===== src/rtl/sb_pkg.sv =====
package sb_pkg;
  // index width for a ring of the given depth (at least one bit)
  function automatic int sb_idx_w(input int depth);
    return (depth <= 2) ? 1 : $clog2(depth);
  endfunction

  // counter width able to hold the value depth itself
  function automatic int sb_cnt_w(input int depth);
    return $clog2(depth + 1);
  endfunction
endpackage


===== src/rtl/sb_ptr_ctrl.sv =====
module sb_ptr_ctrl
  import sb_pkg::*;
#(
  parameter int DEPTH = 8,
  localparam int IW = sb_idx_w(DEPTH),
  localparam int CW = sb_cnt_w(DEPTH)
) (
  input  logic          clk,
  input  logic          rst_n,
  input  logic          alloc_fire,
  input  logic          retire_req,
  input  logic          flush,
  input  logic          drain_ack,
  output logic [IW-1:0] head_idx,
  output logic [IW-1:0] tail_idx,
  output logic          full,
  output logic          has_retired
);
  logic [IW-1:0] head_q, head_d;
  logic [CW-1:0] ret_q, ret_d;
  logic [CW-1:0] spec_q, spec_d;
  logic          do_drain, do_retire;
  logic [IW:0]   tail_sum;
  logic [CW-1:0] total;

  // retired entries occupy [head, head+ret), speculative ones follow them
  always_comb begin
    do_drain  = drain_ack && (ret_q != '0);
    do_retire = retire_req && (spec_q != '0);

    head_d = head_q;
    if (do_drain) begin
      head_d = (head_q == IW'(DEPTH - 1)) ? '0 : head_q + IW'(1);
    end

    ret_d = ret_q;
    if (do_retire && !do_drain) ret_d = ret_q + CW'(1);
    else if (!do_retire && do_drain) ret_d = ret_q - CW'(1);

    // retire is applied before the flush removes what is left
    spec_d = spec_q;
    if (flush) spec_d = '0;
    else if (do_retire && !alloc_fire) spec_d = spec_q - CW'(1);
    else if (!do_retire && alloc_fire) spec_d = spec_q + CW'(1);
  end

  always_ff @(posedge clk or negedge rst_n) begin
    if (!rst_n) begin
      head_q <= '0;
      ret_q  <= '0;
      spec_q <= '0;
    end else begin
      head_q <= head_d;
      ret_q  <= ret_d;
      spec_q <= spec_d;
    end
  end

  always_comb begin
    total    = ret_q + spec_q;
    tail_sum = {1'b0, head_q} + (IW + 1)'(total);
    if (tail_sum >= (IW + 1)'(DEPTH)) tail_sum = tail_sum - (IW + 1)'(DEPTH);
    tail_idx    = tail_sum[IW-1:0];
    head_idx    = head_q;
    full        = (total == CW'(DEPTH));
    has_retired = (ret_q != '0);
  end
endmodule


===== src/rtl/sb_entry_ram.sv =====
module sb_entry_ram
  import sb_pkg::*;
#(
  parameter int DEPTH = 8,
  parameter int W     = 32,
  localparam int IW   = sb_idx_w(DEPTH)
) (
  input  logic          clk,
  input  logic          wr_en,
  input  logic [IW-1:0] wr_idx,
  input  logic [W-1:0]  wr_word,
  input  logic [IW-1:0] rd_idx,
  output logic [W-1:0]  rd_word
);
  logic [W-1:0] mem_q [DEPTH];

  // payload storage needs no reset: occupancy lives in the pointer logic
  for (genvar g = 0; g < DEPTH; g++) begin : g_slot
    always_ff @(posedge clk) begin
      if (wr_en && (wr_idx == IW'(g))) mem_q[g] <= wr_word;
    end
  end

  assign rd_word = mem_q[rd_idx];
endmodule


===== src/rtl/store_buffer.sv =====
module store_buffer
  import sb_pkg::*;
#(
  parameter int DEPTH  = 8,
  parameter int ADDR_W = 32,
  parameter int DATA_W = 64,
  parameter int TAG_W  = 6
) (
  input  logic              clk,
  input  logic              rst_n,
  input  logic              alloc_valid,
  output logic              alloc_ready,
  input  logic [ADDR_W-1:0] alloc_addr,
  input  logic [DATA_W-1:0] alloc_data,
  input  logic [TAG_W-1:0]  alloc_tag,
  input  logic              retire_valid,
  input  logic              flush,
  output logic              req_valid,
  output logic [ADDR_W-1:0] req_addr,
  output logic [DATA_W-1:0] req_data,
  output logic [TAG_W-1:0]  req_tag,
  input  logic              req_ack,
  output logic              drained
);
  localparam int IW = sb_idx_w(DEPTH);
  localparam int EW = ADDR_W + DATA_W + TAG_W;

  logic          full, has_retired, alloc_fire;
  logic [IW-1:0] head_idx, tail_idx;
  logic [EW-1:0] rd_word;

  assign alloc_ready = !full && !flush;
  assign alloc_fire  = alloc_valid && alloc_ready;

  sb_ptr_ctrl #(.DEPTH(DEPTH)) u_ptr (
    .clk         (clk),
    .rst_n       (rst_n),
    .alloc_fire  (alloc_fire),
    .retire_req  (retire_valid),
    .flush       (flush),
    .drain_ack   (req_ack),
    .head_idx    (head_idx),
    .tail_idx    (tail_idx),
    .full        (full),
    .has_retired (has_retired)
  );

  sb_entry_ram #(.DEPTH(DEPTH), .W(EW)) u_ram (
    .clk     (clk),
    .wr_en   (alloc_fire),
    .wr_idx  (tail_idx),
    .wr_word ({alloc_addr, alloc_data, alloc_tag}),
    .rd_idx  (head_idx),
    .rd_word (rd_word)
  );

  assign req_valid = has_retired;
  assign drained   = !has_retired;
  assign {req_addr, req_data, req_tag} = rd_word;
endmodule


===== config.mk =====
export PLATFORM = sky130hd
export DESIGN_NAME = store_buffer
export DESIGN_NICKNAME = d
export VERILOG_FILES = /design/src/rtl/sb_pkg.sv /design/src/rtl/sb_ptr_ctrl.sv /design/src/rtl/sb_entry_ram.sv /design/src/rtl/store_buffer.sv
export SDC_FILE = /design/constraint.sdc
export NUM_CORES = 1
export LEC_CHECK = 0
export ABC_AREA = 0
export BUFFER_PORTS_ARGS = -buffer_cell sky130_fd_sc_hd__buf_2
export CORE_UTILIZATION = 60
export DETAILED_ROUTE_END_ITERATION = 8
export PLACE_DENSITY = 0.79
export SYNTH_ARGS = -nofsm -noshare
export SYNTH_HDL_FRONTEND = slang
export SYNTH_HIERARCHICAL = 1
export SYNTH_SLANG_ARGS = --single-unit

===== constraint.sdc =====
create_clock -name clk -period 11 [get_ports clk]
set_clock_uncertainty 0.1 [all_clocks]
set_input_delay 0.55 -clock clk [delete_from_list [all_inputs] [get_ports clk]]
set_output_delay 0.55 -clock clk [all_outputs]
set_load 0.02 [all_outputs]

==> results.cfg <==
[global_routing]
grt_pass1_vias = 14867
grt_max_degree = 117
antenna_found_initial = 15
grt_overflow = 0
grt_first_pass_wirelength_um = 93320
grt_use_total_pct = 24.05

[drt]
drtPass1Iterations = 5
vias_per_cell = 6.197
wl_um = 62550
vias = 14124
drt.antenna.violating_nets = 0
wire_per_inst_um = 27.44
drtIter0Drc = 1129
drc_errors = 0

[synthesis]
postSynthCellCount = 1271
ys_ff_latch = 827
synth_nets = 1393
synth-seq-area-share_pct = 78.40
syn_area_um2 = 31610
synth_area_per_cell_um2 = 24.87
ys_types = 35
synth_warnings = 6

[clocking]
clk_pin_slew_worst_paths_ns = 0.06
cts_tree = done
h-tree-depth = 3
cts.root.buffer_cell = clkbuf_16
post_cts_buffers = 0
cts.path.max_buffers = 3
cts_made_buffers = 79
clock_latency_ns = 0.61
cts.sinks = 827

[sta]
clock.fmax_mhz = 193.7
tns_ns = 0
timing.final.crit_period_ns = 5.163
rsz0062_at_grt = no
finalSetupViolCount = 0
finalCritPeriodShare_pct = 46.93
hold_violations = 0
worst_slew_margin_rel_pct = 10.21
slew_viol_final = 0
worst_slew_pin_slew_ns = 1.344

[finish]
area_growth_pct = 13.61
drive_gt1_share_pct = 42.25
final_cell_area_um2 = 35910
nNetsFinal = 1653
finalNonFillerCells = 2279

[critical_path]
critPathRequiredTime_ns = 10.35
end_kind = primary output
crit_fanout = 116
critPathKind = reg -> out
cp.arrival_ns = 4.51
worst_setup_path_start_kind = flop

[die]
fp.coreArea_um2 = 51720
row_count = 83
initial_utilization_pct = 61.11
dieArea_um2 = 53600
ios = 213
die_y_um = 231.5
die_w_um = 231.5

[hold_path]
hp-class = in -> reg

[pwr]
p_leak_uw = 0.01172
p_per_area_nw_per_um2 = 311.2
vdd_drop_max_v = 0.0002318

[place]
numPortBuffers = 212
dp_hpwl_um = 33800
post_dp_cell_area_um2 = 33380
placed_cells = 2129
place_congestion = 0.7870

[flow_run]
cap_violations = 0

[outcome]
status = completed
==> critical path: stages (launching register included) <==
cell and delay (ns):
dfrtp_4 1.01, buf_12 0.75, buf_4 0.87, mux4_2 0.62, mux2_2 0.28, buf_2 0.19
==> per-stage QoR <==
stage	utilization [%]	total power (uW)	setup WS, ns	hold WS (ns)
finish	69.43	11180	5.837	0.09469
global route	69.42	11620	5.396	0.09377
CTS	69.41	11280	5.635	0.06762
detailed placement	64.55	8620	5.968	0.3559
global placement	64.55	8518	6.096	0.3520
floorplan	-	7552	1.344	0.1544
==> synth_stat cells (all sizes together) <==
cell	number	area, um^2
clkbuf	15	56.30
and3	1	7.510
mux4	204	4594
xnor2	9	78.83
dfrtp	11	275.3
or4	1	7.510
or3b	1	8.760
nand2b	3	18.77
fa	3	60.06
mux2i	1	10.01
o41ai	1	27.53
and2b	1	7.510
nand2	7	26.28
o22ai	1	6.260
a21o	3	22.52
xor2	3	33.79
mux2	106	1235
nor3	4	20.02
ha	11	137.6
nor4	1	6.260
o21ai	3	15.01
edfxtp	816	24500
buf	42	330.3
nor3b	1	12.51
nor2	12	45.04
a21oi	5	28.78
and3b	1	10.01
inv	3	11.26
or4b	1	10.01
==> flip-flops by register name, summed over array words and instances, names as in the netlist <==
signal          cells
u_ptr/spec_q        4
u_ptr/ret_q         4
u_ptr/head_idx      3
u_ram/mem_q       816
==> metal layers <==
| layer | global-route usage [%] | part of all wire, % | vias up |
|---|---|---|---|
| li1 | - | - | 5961 |
| met1 | 33.24 | 40 | 7494 |
| met2 | 38.73 | 51 | 552 |
| met3 | 5.180 | 6.9 | 99 |
| met4 | 8.030 | 2.1 | 18 |
| met5 | 0 | 0.18 | - |
==> final timing paths <==
check / to / from / slack [ns] / cells past startpoint
worst max-delay path: req_data[54] / u_ptr/head_idx[0]$_DFFE_PN0P_ / 5.84 / 5
worst min-delay path: u_ram/mem_q[4][85]$_DFFE_PP_ / alloc_addr[15] / 0.09 / 1
worst max register to register: u_ram/mem_q[7][45]$_DFFE_PP_ / u_ptr/spec_q[0]$_DFFE_PN0P_ / 5.94 / 8
worst min register to register: u_ptr/ret_q[3]$_DFFE_PN0P_ / u_ptr/ret_q[3]$_DFFE_PN0P_ / 0.43 / 1
max in group asynchronous: u_ptr/head_idx[0]$_DFFE_PN0P_ / rst_n / 10.25 / 2
min in group asynchronous: u_ptr/head_idx[1]$_DFFE_PN0P_ / rst_n / 0.27 / 2
==> layout by cell type, fill, tap and decap left out, drive strengths merged, types with 4 or more instances in the layout <==
cell	count
edfxtp	816
buf	235
mux4	204
mux2	106
clkbuf	105
clkinv	30
nor2	12
ha	11
dfrtp	11
xnor2	9
nand2	7
diode	6
bufinv	5
a21oi	5
nor3	4
==> layout make-up <==
cell class | instances | area, um^2
antenna | 6 | 15.01
clock buffer | 105 | 2170
clock inverter | 38 | 331.6
fill | 2957 | 15810
inverter | 3 | 11.26
multi-input combinational | 384 | 6485
sequential | 827 | 24790
tap | 680 | 850.8
timing repair buffer | 236 | 1256
==> repair_timing <==
item                                   4_1_cts  5_1_grt
hold buffers                                 1        0
endpoints found under the hold margin       11        0
resized for setup                            0        0
==> kinds of logic after synthesis <==
logic type,count (synthesis),synth area share [%]
AOI/OAI and AO/OA,13,0.3167
xor gates and xnor gates,12,0.3563
adders and majority gates,14,0.6255
buffers and inverters,60,1.259
DFF,827,78.40
muxes,311,18.48
and+or+nand+nor,34,0.5701
==> where the power goes <==
group	switching (uW)	total [uW]	internal [uW]
Sequential	344	4780	4440
Clock	1100	2610	1510
Combinational	2190	3790	1600
Total	3640	11200	7540
Note: power is estimated with default switching activity, not from simulation.
